File: config.mk
export PLATFORM = sky130hd
export DESIGN_NAME = sd_data_timeout
export DESIGN_NICKNAME = d
export VERILOG_FILES = /design/src/rtl/sdto_pkg.sv /design/src/rtl/sdto_ctl.sv /design/src/rtl/sdto_window.sv /design/src/rtl/sdto_counter.sv /design/src/rtl/sdto_w1c.sv /design/src/rtl/sd_data_timeout.sv
export SDC_FILE = /design/constraint.sdc
export NUM_CORES = 1
export LEC_CHECK = 0
export ABC_AREA = 1
export BUFFER_PORTS_ARGS = -buffer_cell sky130_fd_sc_hd__buf_2
export CORE_UTILIZATION = 40
export DETAILED_ROUTE_END_ITERATION = 10
export PLACE_DENSITY = 0.69
export REMOVE_ABC_BUFFERS = 1
export SYNTH_ARGS = -nofsm -noshare
export SYNTH_HDL_FRONTEND = slang
export SYNTH_SLANG_ARGS = --single-unit
File: constraint.sdc
create_clock -name clk_i -period 6.17 [get_ports clk_i]
set_input_delay 0.9255 -clock clk_i [delete_from_list [all_inputs] [get_ports clk_i]]
set_output_delay 0.9255 -clock clk_i [all_outputs]
set_load 0.02 [all_outputs]
File: src/rtl/sdto_pkg.sv
package sdto_pkg;
  localparam int WORD_W   = 32;
  localparam int CODE_W   = 4;
  localparam int CODE_LSB = 16;
  localparam int DRST_BIT = 24;
  localparam int DTO_BIT  = 20;
  localparam int CMP_BIT  = 1;
  localparam int NFLAG    = 2;
  typedef enum int {FL_DTO = 0, FL_CMP = 1} flag_e;
endpackage

File: src/rtl/sdto_ctl.sv
module sdto_ctl
  import sdto_pkg::*;
(
  input  logic              clk_i,
  input  logic              rst_ni,
  input  logic              wr_i,
  input  logic [CODE_W-1:0] code_wr_i,
  input  logic              drst_wr_i,
  output logic [CODE_W-1:0] code_o,
  output logic              drst_o
);
  always_ff @(posedge clk_i or negedge rst_ni) begin
    if (!rst_ni) begin
      code_o <= '0;
      drst_o <= 1'b0;
    end else if (wr_i) begin
      code_o <= code_wr_i;
      drst_o <= drst_wr_i;
    end else begin
      drst_o <= 1'b0; // self-clearing
    end
  end
endmodule

File: src/rtl/sdto_window.sv
module sdto_window
  import sdto_pkg::*;
#(
  parameter int BASE_EXP = 13,
  parameter int MAX_CODE = 14,
  localparam int CW = MAX_CODE + BASE_EXP
) (
  input  logic [CODE_W-1:0] code_i,
  output logic [CW-1:0]     term_o
);
  logic [CODE_W-1:0] eff_code;
  int unsigned       sh;

  always_comb begin
    eff_code = (int'(code_i) > MAX_CODE) ? CODE_W'(MAX_CODE) : code_i;
    sh       = int'(eff_code) + BASE_EXP;
    term_o   = ~({CW{1'b1}} << sh); // 2^sh - 1
  end
endmodule

File: src/rtl/sdto_counter.sv
module sdto_counter #(
  parameter int CW = 27
) (
  input  logic          clk_i,
  input  logic          rst_ni,
  input  logic          clr_i,
  input  logic          restart_i,
  input  logic          adv_i,
  input  logic [CW-1:0] term_i,
  output logic          hit_o
);
  logic [CW-1:0] cnt_q;

  assign hit_o = adv_i && !restart_i && (cnt_q == term_i);

  always_ff @(posedge clk_i or negedge rst_ni) begin
    if (!rst_ni)                        cnt_q <= '0;
    else if (clr_i || restart_i || hit_o) cnt_q <= '0;
    else if (adv_i)                     cnt_q <= cnt_q + 1'b1;
  end
endmodule

File: src/rtl/sdto_w1c.sv
module sdto_w1c #(
  parameter int NF = 2
) (
  input  logic          clk_i,
  input  logic          rst_ni,
  input  logic [NF-1:0] set_i,
  input  logic [NF-1:0] clr_i,
  output logic [NF-1:0] q_o
);
  for (genvar g = 0; g < NF; g++) begin : g_flag
    always_ff @(posedge clk_i or negedge rst_ni) begin
      if (!rst_ni)       q_o[g] <= 1'b0;
      else if (set_i[g]) q_o[g] <= 1'b1; // set wins
      else if (clr_i[g]) q_o[g] <= 1'b0;
    end
  end
endmodule

File: src/rtl/sd_data_timeout.sv
module sd_data_timeout
  import sdto_pkg::*;
#(
  parameter int BASE_EXP = 13,
  parameter int MAX_CODE = 14
) (
  input  logic              clk_i,
  input  logic              rst_ni,
  input  logic              ctl_wr_i,
  input  logic [WORD_W-1:0] ctl_wdata_i,
  output logic [WORD_W-1:0] ctl_rdata_o,
  input  logic              sts_wr_i,
  input  logic [WORD_W-1:0] sts_wdata_i,
  output logic [WORD_W-1:0] sts_o,
  input  logic              xfer_start_i,
  input  logic              xfer_done_i,
  input  logic              card_clk_en_i,
  input  logic              card_tick_i,
  input  logic              blk_evt_i,
  input  logic              start_bit_i,
  output logic              busy_o
);
  localparam int CW = MAX_CODE + BASE_EXP;

  logic [CODE_W-1:0] code;
  logic              drst;
  logic [CW-1:0]     term;
  logic              restart, adv, hit;
  logic              active_q;
  logic [NFLAG-1:0]  flag_set, flag_clr, flags;
  logic              unused_bits;

  assign unused_bits = ^{ctl_wdata_i[WORD_W-1:DRST_BIT+1],
                         ctl_wdata_i[DRST_BIT-1:CODE_LSB+CODE_W],
                         ctl_wdata_i[CODE_LSB-1:0],
                         sts_wdata_i[WORD_W-1:DTO_BIT+1],
                         sts_wdata_i[DTO_BIT-1:CMP_BIT+1],
                         sts_wdata_i[0]};

  sdto_ctl u_ctl (
    .clk_i     (clk_i),
    .rst_ni    (rst_ni),
    .wr_i      (ctl_wr_i),
    .code_wr_i (ctl_wdata_i[CODE_LSB +: CODE_W]),
    .drst_wr_i (ctl_wdata_i[DRST_BIT]),
    .code_o    (code),
    .drst_o    (drst)
  );

  sdto_window #(.BASE_EXP(BASE_EXP), .MAX_CODE(MAX_CODE)) u_win (
    .code_i (code),
    .term_o (term)
  );

  assign restart = xfer_start_i || blk_evt_i || start_bit_i;
  assign adv     = active_q && card_clk_en_i && card_tick_i;

  sdto_counter #(.CW(CW)) u_cnt (
    .clk_i     (clk_i),
    .rst_ni    (rst_ni),
    .clr_i     (drst),
    .restart_i (restart),
    .adv_i     (adv),
    .term_i    (term),
    .hit_o     (hit)
  );

  // priority: data reset > timeout > done > start
  always_ff @(posedge clk_i or negedge rst_ni) begin
    if (!rst_ni)                       active_q <= 1'b0;
    else if (drst || hit)              active_q <= 1'b0;
    else if (active_q && xfer_done_i)  active_q <= 1'b0;
    else if (xfer_start_i)             active_q <= 1'b1;
  end

  always_comb begin
    flag_set         = '0;
    flag_set[FL_DTO] = hit && !drst;
    flag_set[FL_CMP] = active_q && xfer_done_i && !hit && !drst;
    flag_clr         = '0;
    flag_clr[FL_DTO] = sts_wr_i && sts_wdata_i[DTO_BIT];
    flag_clr[FL_CMP] = sts_wr_i && sts_wdata_i[CMP_BIT];
  end

  sdto_w1c #(.NF(NFLAG)) u_flags (
    .clk_i  (clk_i),
    .rst_ni (rst_ni),
    .set_i  (flag_set),
    .clr_i  (flag_clr),
    .q_o    (flags)
  );

  always_comb begin
    sts_o                         = '0;
    sts_o[DTO_BIT]                = flags[FL_DTO];
    sts_o[CMP_BIT]                = flags[FL_CMP];
    ctl_rdata_o                   = '0;
    ctl_rdata_o[CODE_LSB +: CODE_W] = code;
    ctl_rdata_o[DRST_BIT]         = drst;
  end

  assign busy_o = active_q;
endmodule

==> results.sh, run 1 <==
export IMPL_cts_hold_buf=0
export IMPL_synth_edf_count=0
export IMPL_hold_violations=0
export IMPL_avgViaCountPerCell=4.70
export IMPL_clk_latency_ps=290
export IMPL_cts_sinks=35
export IMPL_crit_arrival_ps=3670
export IMPL_synthFlopType="dfrtp_1"
export IMPL_cp_startpoint="u_ctl.code_o[3]"
export IMPL_cts_htree_levels=2
export IMPL_p_switching_mw=0.208
export IMPL_die_area_um2=8280
export IMPL_pwr_share_comb_pct=26.8
export IMPL_fin_nets=551
export IMPL_synth_commonest_cells="100 x nand2_1, 58 x buf_4, 56 x inv_1, 42 x nand3_1, 36 x nor2_1"
export IMPL_p_clk_share_pct=31.9
export IMPL_ios=139
export IMPL_vias=2701
export IMPL_yosysWarnings=0
export IMPL_cpPeakStageDelay_ps=480
export IMPL_wirelength_mm=6.53
export IMPL_yosysMostFrequentCell="nand2_1"
export IMPL_root_buffer="clkbuf_8"
export IMPL_cp_slowest_cell="dfrtp_1"
export IMPL_cp_end_kind="register"
export IMPL_grt_overflow_total=0
export IMPL_coreArea_um2=7690
export IMPL_power_frac_seq_pct=41.3
export IMPL_p_int_mw=0.374
export IMPL_p_sw_share_pct=35.7
export IMPL_dr_pass1_iters=5
export IMPL_row_count=32
export IMPL_powerDensity_nw_per_um2=182
export IMPL_start_util_pct=41.2
export IMPL_fin_total_pwr_mw=0.581
export IMPL_synth_area_um2=3170
export IMPL_cp_cell_sequence="nand3_1 > nand2_1 > inv_1 > ha_1 > clkinv_1 > ha_1 > inv_1 > nor2_1 > nand3_1 > o21ai_0 > nand2_1 > nor2_1 > nand2_1 > nor2_2 > nand3_4 > nand3_4 > nor2_1"
export IMPL_cp_start_kind="register"
export IMPL_antenna_found_initial=0
export IMPL_critical_path_class="register to register"
export IMPL_min_path_type="register to register"
export IMPL_crit_family="simple AND/OR/NAND/NOR gates"
export IMPL_setup_violations=0
export IMPL_slew_limit_headroom_pct=48.0
export IMPL_synth_top_cell_by_area="dfrtp_1"
export IMPL_r2r_start="u_ctl.code_o[3]"
export IMPL_detail_route_antenna_nets=0
export IMPL_wire_per_inst_um=11.3
export IMPL_critPathBufInv=3
export IMPL_stdcell_area_um2=3200
export IMPL_cp_max_fo=26
export IMPL_cp_required_ps=6330
export IMPL_syn_avg_cell_area_um2=7.01
export IMPL_cap_viol_max_count=0
export IMPL_p_leak_nw=1.53
export IMPL_period_minus_slack_ps=3510
export IMPL_gp_congestion=0.886
export IMPL_grt_pass1_wl_mm=11.0
export IMPL_clkTransAtPathRegs_ps=70
export IMPL_placed_area_um2=3100
export IMPL_drc=0
export IMPL_worst_pin_slew_ps=780
export IMPL_clockBufferDepth=2
export IMPL_yosys_register_bits=35
export IMPL_cts_resized=0
export IMPL_finalSetupTns_ps=0
export IMPL_dpl_hpwl_mm=4.90
export IMPL_num_fill_cells=809
export IMPL_syn_inst=452
export IMPL_async_reset_ff_share_pct=100
export IMPL_rsz0062_at_grt="no"
export IMPL_cts_tree="done"
export IMPL_period_share_pct=56.8
export IMPL_final_layout_size_suffix_gt1_share_pct=14.4
export IMPL_ys_top_cells_by_area="dfrtp_1 28%, buf_4 14%, nand2_1 12%"
export IMPL_final_max_slew_violation_count=0
export IMPL_die_w_um=91.0
export IMPL_hp_start="u_flags.q_o[0]"
export IMPL_first_iter_violations=212
export IMPL_grt_pass1_vias=2320
export IMPL_die_y_um=91.0
export IMPL_yosys_area_top_type_share_pct=27.7
export IMPL_ir_worst_vdd_v=0.0000879
export IMPL_diodes=0
export IMPL_cts_buffers=5
export IMPL_fmax_mhz=285
export IMPL_grt_max_degree=36
export IMPL_area_growth_pct=1.03
export IMPL_ys_types=31
export IMPL_synth_seq_area_share_pct=27.7
export IMPL_finClkSkew_ps=4.98
export IMPL_post_cts_buffers=0
export IMPL_io_buffers=24
export IMPL_status="finished clean"
export IMPL_grt_usage_pct=16.7
## through the flow
step / hold slack, ps / setup slack (ps) / utilization (%) / cells
global route: 519 / 2380 / 41.6 / 575
detailed placement: 471 / 2670 / 40.3 / 567
finish: 485 / 2660 / 41.6 / 575
CTS: 487 / 2660 / 41.6 / 575
global placement: 460 / 2740 / 40.3 / 567
floorplan: 534 / 3170 / - / 441
## cell type report
class                   instances  area [um2]  share of cell area (%)
clock buffers                   8         100                    3.13
inverters                      58         218                    6.80
multi-input cells             348        1760                    54.9
flip-flops and latches         35         876                    27.4
well taps                     102         128                    3.99
repair buffers                 24         120                    3.75
## cell families after synthesis
group | share of synthesized area (%)
XOR/XNOR | 6.64
adder cells (fa/ha/maj) | 1.98
AND/OR/NAND/NOR | 36.3
AO/OA/AOI/OAI | 3.12
buffers and inverters | 23.5
flip-flops | 27.7
other | 0.118
multiplexers | 0.711
## worst paths after layout
path / to / slack, ps / cells after the start
max: u_cnt.cnt_q[3] / 2660 / 17
min: u_flags.q_o[0] / 480 / 2
max reg2reg: u_cnt.cnt_q[3] / 2660 / 17
min reg2reg: u_flags.q_o[0] / 480 / 2
max in group asynchronous: u_cnt.cnt_q[25] / 4960 / 1
min in group asynchronous: u_cnt.cnt_q[5] / 710 / 1
## metal layers
layer | vias to the layer above | global-route usage [%] | part of all wire (%)
li1 | 1340 | - | -
met1 | 1223 | 22.9 | 47
met2 | 118 | 25.6 | 44
met3 | 20 | 3.35 | 6.3
met4 | 0 | 7.01 | 2.7
met5 | - | 0 | 0
## worst register-to-register path, stage by stage (launching register included)
cell and delay [ps]:
dfrtp_1 480, nand3_1 120, nand2_1 70, inv_1 60
ha_1 170, clkinv_1 250, ha_1 470, inv_1 90
nor2_1 240, nand3_1 240, o21ai_0 230, nand2_1 80
nor2_1 120, nand2_1 70, nor2_2 150, nand3_4 120
nand3_4 340, nor2_1 80
## placed cells by master, fill, tap and decap left out, drive strengths merged, types with 5 or more instances in the layout
cell	n
inv	57
buf	24
nor3	10
ha	5
nand2	103
o21ai	15
conb	57
nor2	63
dfrtp	35
nand4	11
xor2	21
clkbuf	8
nand3	45
nand3b	5
## power by group through the flow
| stage | Sequential (mW) | Combinational (mW) | Clock (mW) |
|---|---|---|---|
| 6_report | 0.240 | 0.156 | 0.186 |
| 5_1_grt | 0.241 | 0.173 | 0.203 |
| 4_1_cts | 0.240 | 0.154 | 0.192 |
| 3_5_place_dp | 0.244 | 0.153 | 0 |
| 3_3_place_gp | 0.244 | 0.151 | 0 |
| 2_1_floorplan | 0.250 | 0.111 | 0 |
## sequential cells by signal, indices dropped and copies added, names as in the netlist
register and cells:
u_flags.q_o 2, u_ctl.drst_o 1, u_ctl.code_o 4, u_cnt.cnt_q 27
busy_o 1
(Power assumes the default switching activity.)
==> run 2, diff against run 1 <==
--- a/config.mk
+++ b/config.mk
@@ -9,7 +9,7 @@
 export BUFFER_PORTS_ARGS = -buffer_cell sky130_fd_sc_hd__buf_2
 export CORE_UTILIZATION = 40
 export DETAILED_ROUTE_END_ITERATION = 10
-export PLACE_DENSITY = 0.69
+export PLACE_DENSITY = 0.72
 export REMOVE_ABC_BUFFERS = 1
 export SYNTH_ARGS = -nofsm -noshare
 export SYNTH_HDL_FRONTEND = slang
==> constraint.sdc (replaced) <==
create_clock -name clk_i -period 2.9 [get_ports clk_i]
set_input_delay 0.435 -clock clk_i [delete_from_list [all_inputs] [get_ports clk_i]]
set_output_delay 0.435 -clock clk_i [all_outputs]
set_load 0.02 [all_outputs]
==> run 2 against run 1 <==
Effect of this change:
- first-iteration DRC count shrank 28%
- non-clock buffer count grew 12
- clock skew grew 2.7 ps
- register-to-register slack lost 2400 ps
- sequential power grew 110%
- global-route usage grew 0.24 points
- critical endpoint is now u_cnt.cnt_q[5]
==> results.sh, run 2 (same netlist as run 1, synthesis figures left out) <==
export IMPL_start_util_pct=41.2
export IMPL_clkTransAtPathRegs_ps=70
export IMPL_cts_htree_levels=2
export IMPL_root_buffer="clkbuf_8"
export IMPL_rsz0062_at_grt="no"
export IMPL_worst_pin_slew_ps=796
export IMPL_grt_usage_pct=16.9
export IMPL_most_common_layout_cells="100 x nand2_1, 57 x conb_1, 55 x inv_1"
export IMPL_cp_required_ps=3080
export IMPL_cts_buffers=5
export IMPL_regMostFlops="u_cnt.cnt_q"
export IMPL_diodes=0
export IMPL_cts_tree="done"
export IMPL_drc=0
export IMPL_place_inst=576
export IMPL_dpl_hpwl_mm=5.10
export IMPL_slew_limit_headroom_pct=46.9
export IMPL_grt_pass1_vias=2413
export IMPL_top_layer="met4"
export IMPL_wirelength_met1_mm=3.13
export IMPL_largest_register_ffs=27
export IMPL_period_share_pct=90.9
export IMPL_vias=2713
export IMPL_setup_violations=0
export IMPL_cp_max_fo=12
export IMPL_antenna_found_initial=0
export IMPL_clk_latency_ps=290
export IMPL_cts_sinks=35
export IMPL_fin_nets=563
export IMPL_die_w_um=91.0
export IMPL_status="finished clean"
export IMPL_avgViaCountPerCell=4.63
export IMPL_die_y_um=91.0
export IMPL_fmax_mhz=379
export IMPL_instances_no_fill=586
export IMPL_ios=139
export IMPL_first_iter_violations=153
export IMPL_top_regs="u_cnt.cnt_q (27), u_ctl.code_o (4), u_flags.q_o (2)"
export IMPL_io_buffers=24
export IMPL_wire_per_inst_um=11.6
export IMPL_ir_worst_vdd_v=0.000139
export IMPL_grt_pass1_wl_mm=11.2
export IMPL_hold_violations=0
export IMPL_grt_max_degree=36
export IMPL_final_max_slew_violation_count=0
export IMPL_powerDensity_nw_per_um2=373
export IMPL_grt_overflow_total=0
export IMPL_finClkSkew_ps=7.71
export IMPL_final_common_cell="nand2_1"
export IMPL_crit_arrival_ps=2820
export IMPL_cap_viol_max_count=0
export IMPL_die_area_um2=8280
export IMPL_cp_end_kind="register"
export IMPL_dr_pass1_iters=4
export IMPL_final_layout_size_suffix_gt1_share_pct=18.8
export IMPL_coreArea_um2=7690
export IMPL_met3WireLength_um=518
export IMPL_gp_congestion=0.868
export IMPL_cp_start_kind="register"
export IMPL_area_growth_pct=5.85
export IMPL_wirelength_mm=6.81
export IMPL_dr_wl_met2_mm=3.00
export IMPL_period_minus_slack_ps=2640
export IMPL_critical_path_class="register to register"
export IMPL_detail_route_antenna_nets=0
export IMPL_clockBufferDepth=2
export IMPL_finalSetupTns_ps=0
export IMPL_p_leak_nw=1.60
export IMPL_min_path_type="primary input to async pin"
export IMPL_row_count=32
[run 2: cell count changes in the layout (fill, tap and decap cells not counted), moves of 2 or more]
cell     change
inv_2        +2
buf_4        +9
nor2_2       +3
nand3_2      +3
nor2_1       -3
ha_1         -2
nand3_1      -3
[run 2: area by class of cell]
cell class	instances	area (um2)
Clock inverter	1	5.00
Tap cell	102	128
Timing Repair Buffer	36	244
Sequential cell	35	876
Fill cell	784	4340
Inverter	58	218
Clock buffer	6	82.6
Multi-Input combinational cell	348	1800
[run 2: path summary, 6_finish.rpt]
check                                 from             end  slack (ps)  depth (start not counted)
hold reg to reg             u_flags.q_o[1]  u_flags.q_o[1]         480                          2
min in group clk_i         ctl_wdata_i[24]    u_ctl.drst_o         330                          3
max in group asynchronous           rst_ni  u_cnt.cnt_q[4]        2170                          1
setup / recovery           u_ctl.code_o[3]  u_cnt.cnt_q[5]         260                         20
setup reg to reg           u_ctl.code_o[3]  u_cnt.cnt_q[5]         260                         20
hold / removal                      rst_ni  u_cnt.cnt_q[1]         230                          1
[run 2: report_power, final]
group,leakage [nW],total [mW],switching [mW],internal (mW)
Sequential,0.476,0.505,0.00682,0.498
Combinational,1.08,0.381,0.272,0.109
Clock,0.0470,0.364,0.177,0.186
[run 2: layer usage]
layer | vias to the layer above | track usage, %
met1 | 1229 | 22.7
met3 | 12 | 3.18
li1 | 1361 | -
met2 | 111 | 27.3
met4 | 0 | 5.82
met5 | - | 0
[run 2: timing repair]
| item | 4_1_cts | 5_1_grt |
|---|---|---|
| buffers inserted | 0 | 1 |
| hold buffers | 0 | 0 |
| resized for setup | 0 | 11 |
| endpoints found under the setup margin | 0 | 29 |
[run 2: through the flow]
step / utilization, % / hold slack (ps) / power [mW] / instance area, um2 / worst slack (ps)
after floorplan: - / 139 / 0.768 / 2850 / -99.8
after global placement: 41.4 / 461 / 0.864 / 3180 / 156
after detailed placement: 41.4 / 466 / 0.872 / 3180 / 68.7
after CTS: 42.5 / 267 / 1.23 / 3270 / 40.0
after global routing: 43.6 / 289 / 1.33 / 3350 / 55.9
final: 43.6 / 230 / 1.25 / 3350 / 263
[run 2: critical path, cell delays in order (launching register included)]
cell and delay, ps:
dfrtp_1 390, nand3_1 90, nand2_1 70, inv_1 60, ha_2 180, inv_2 50
ha_4 260, inv_2 40, nand2_1 120, nand3_2 110, inv_1 100, nand2_1 50
nand2_1 60, nand2_1 70, nor2_2 120, nand3_1 110, nor2_2 170, nand3_4 120
nand3_4 130, buf_12 160, nor2_1 50
==> run 3, diff against run 2 <==
--- a/config.mk
+++ b/config.mk
@@ -7,9 +7,9 @@
 export LEC_CHECK = 0
 export ABC_AREA = 1
 export BUFFER_PORTS_ARGS = -buffer_cell sky130_fd_sc_hd__buf_2
-export CORE_UTILIZATION = 40
+export CORE_UTILIZATION = 44
 export DETAILED_ROUTE_END_ITERATION = 10
-export PLACE_DENSITY = 0.72
+export PLACE_DENSITY = 0.78
 export REMOVE_ABC_BUFFERS = 1
 export SYNTH_ARGS = -nofsm -noshare
 export SYNTH_HDL_FRONTEND = slang
==> run 3 against run 2 <==
Effect of this change:
- setup slack lost 80 ps
- sequential share of layout area grew 0.34 points
- final area shrank 1.3%
- utilization grew 4.6 points
- clock-buffer cell count grew 1
- global-route usage grew 1.9 points
- critical endpoint is now u_cnt.cnt_q[24]
- largest cell class unchanged
- largest power group unchanged
==> results.sh, run 3 (same netlist as run 1, synthesis figures left out) <==
export IMPL_status="finished clean"
export IMPL_final_layout_size_suffix_gt1_share_pct=17.4
export IMPL_hold_violations=0
export IMPL_critical_path_class="register to register"
export IMPL_start_util_pct=46.1
export IMPL_top_regs="u_cnt.cnt_q (27), u_ctl.code_o (4), u_flags.q_o (2)"
export IMPL_detail_route_antenna_nets=0
export IMPL_setup_violations=0
export IMPL_post_cts_buffers=0
export IMPL_wire_per_inst_um=12.2
export IMPL_ir_worst_vdd_v=0.000181
export IMPL_gp_congestion=0.972
export IMPL_row_count=30
export IMPL_grt_overflow_total=0
export IMPL_drc=0
export IMPL_largest_register_ffs=27
export IMPL_grt_pass1_wl_mm=10.9
export IMPL_p_sw_share_pct=37.1
export IMPL_clockBufferDepth=2
export IMPL_dr_pass1_iters=5
export IMPL_cp_max_fo=8
export IMPL_placed_area_um2=3150
export IMPL_area_growth_pct=4.50
export IMPL_worst_pin_slew_ps=805
export IMPL_cap_viol_max_count=0
export IMPL_min_path_type="primary input to async pin"
export IMPL_p_clk_share_pct=28.2
export IMPL_finalSetupTns_ps=0
export IMPL_final_common_cell="nand2_1"
export IMPL_diodes=0
export IMPL_period_minus_slack_ps=2720
export IMPL_period_share_pct=93.7
export IMPL_cts_buffers=5
export IMPL_antenna_found_initial=0
export IMPL_die_y_um=86.8
export IMPL_avgViaCountPerCell=4.81
export IMPL_power_frac_seq_pct=41.3
export IMPL_fin_nets=562
export IMPL_first_iter_violations=250
export IMPL_cts_hold_buf=0
export IMPL_coreArea_um2=6870
export IMPL_final_max_slew_violation_count=0
export IMPL_p_int_mw=0.768
export IMPL_regMostFlops="u_cnt.cnt_q"
export IMPL_powerDensity_nw_per_um2=369
export IMPL_grt_max_degree=36
export IMPL_vias=2789
export IMPL_cts_tree="done"
export IMPL_root_buffer="clkbuf_8"
export IMPL_hold_ws_ps=232
export IMPL_instances_no_fill=580
export IMPL_fmax_mhz=368
export IMPL_finClkSkew_ps=8.25
export IMPL_stdcell_area_um2=3310
export IMPL_place_inst=569
export IMPL_grt_usage_pct=18.8
export IMPL_io_buffers=24
export IMPL_dpl_hpwl_mm=5.14
export IMPL_place_ws_ps=95.3
export IMPL_cts_sinks=35
export IMPL_cp_required_ps=3080
export IMPL_p_switching_mw=0.454
export IMPL_clkTransAtPathRegs_ps=70
export IMPL_slew_limit_headroom_pct=46.3
export IMPL_most_common_layout_cells="100 x nand2_1, 57 x conb_1, 56 x inv_1"
export IMPL_clk_latency_ps=290
export IMPL_cts_htree_levels=2
export IMPL_cp_start_kind="register"
export IMPL_layout_setup_ws_ps=183
export IMPL_die_w_um=86.8
export IMPL_grt_pass1_vias=2416
export IMPL_cp_end_kind="register"
export IMPL_ios=139
export IMPL_wirelength_mm=7.09
export IMPL_cts_resized=0
export IMPL_die_area_um2=7540
export IMPL_p_leak_nw=1.57
export IMPL_pwr_share_comb_pct=30.5
export IMPL_crit_arrival_ps=2900
==> run 3: cell types whose count changed in the layout (fill, tap and decap cells not counted), sizes merged <==
cell    delta
inv        -1
buf        -3
nand3      +3
clkinv     +1
==> run 3: power by group through the flow <==
stage | registers [mW] | clock network, mW | logic (mW)
floorplan | 0.532 | 0 | 0.237
global placement | 0.514 | 0 | 0.348
detailed placement | 0.514 | 0 | 0.353
CTS | 0.505 | 0.355 | 0.354
global route | 0.506 | 0.376 | 0.413
finish | 0.505 | 0.345 | 0.372
==> run 3: through the flow <==
step / total power [mW] / utilization, %
global route: 1.29 / 48.2
CTS: 1.21 / 47.1
detailed placement: 0.867 / 45.9
finish: 1.22 / 48.2
floorplan: 0.768 / -
global placement: 0.862 / 45.9
==> run 3: layout make-up <==
cell class | instances | area, um2
timing repair buffer | 32 | 180
clock inverter | 1 | 5.00
sequential | 35 | 876
multi-input combinational | 351 | 1830
clock buffer | 7 | 76.3
tap | 96 | 120
fill | 677 | 3560
inverter | 58 | 218
==> run 3: final timing paths <==
check / startpoint / depth (start not counted) / slack [ps] / endpoint
min in group clk_i: ctl_wdata_i[24] / 3 / 340 / u_ctl.drst_o
worst min register to register: u_flags.q_o[1] / 2 / 480 / u_flags.q_o[1]
worst max-delay path: u_ctl.code_o[2] / 18 / 180 / u_cnt.cnt_q[24]
worst min-delay path: rst_ni / 1 / 230 / u_cnt.cnt_q[20]
worst max register to register: u_ctl.code_o[2] / 18 / 180 / u_cnt.cnt_q[24]
max in group asynchronous: rst_ni / 1 / 2170 / u_ctl.code_o[0]
==> run 3: routing by layer <==
| layer | share of wire, % | wire [um] | vias to the layer above | track usage, % |
|---|---|---|---|---|
| li1 | - | - | 1368 | - |
| met1 | 43 | 3070 | 1250 | 24.2 |
| met4 | 3.0 | 216 | 0 | 8.48 |
| met5 | 0 | 0 | - | 0 |
| met2 | 45 | 3170 | 150 | 29.8 |
| met3 | 8.8 | 627 | 21 | 4.67 |
==> run 3: worst max-delay path: stages, from the launching register on <==
cell,delay (ps)
dfrtp_1,370
nand3_1,80
nand2_1,80
inv_1,70
ha_2,180
clkinv_1,80
ha_1,290
inv_1,70
nor2_2,130
buf_4,140
nand3_1,140
nand3_1,100
nand2_1,70
nor2_1,90
nand3_1,130
nor2_2,150
nand3_4,190
nand3_4,200
nor2_2,50
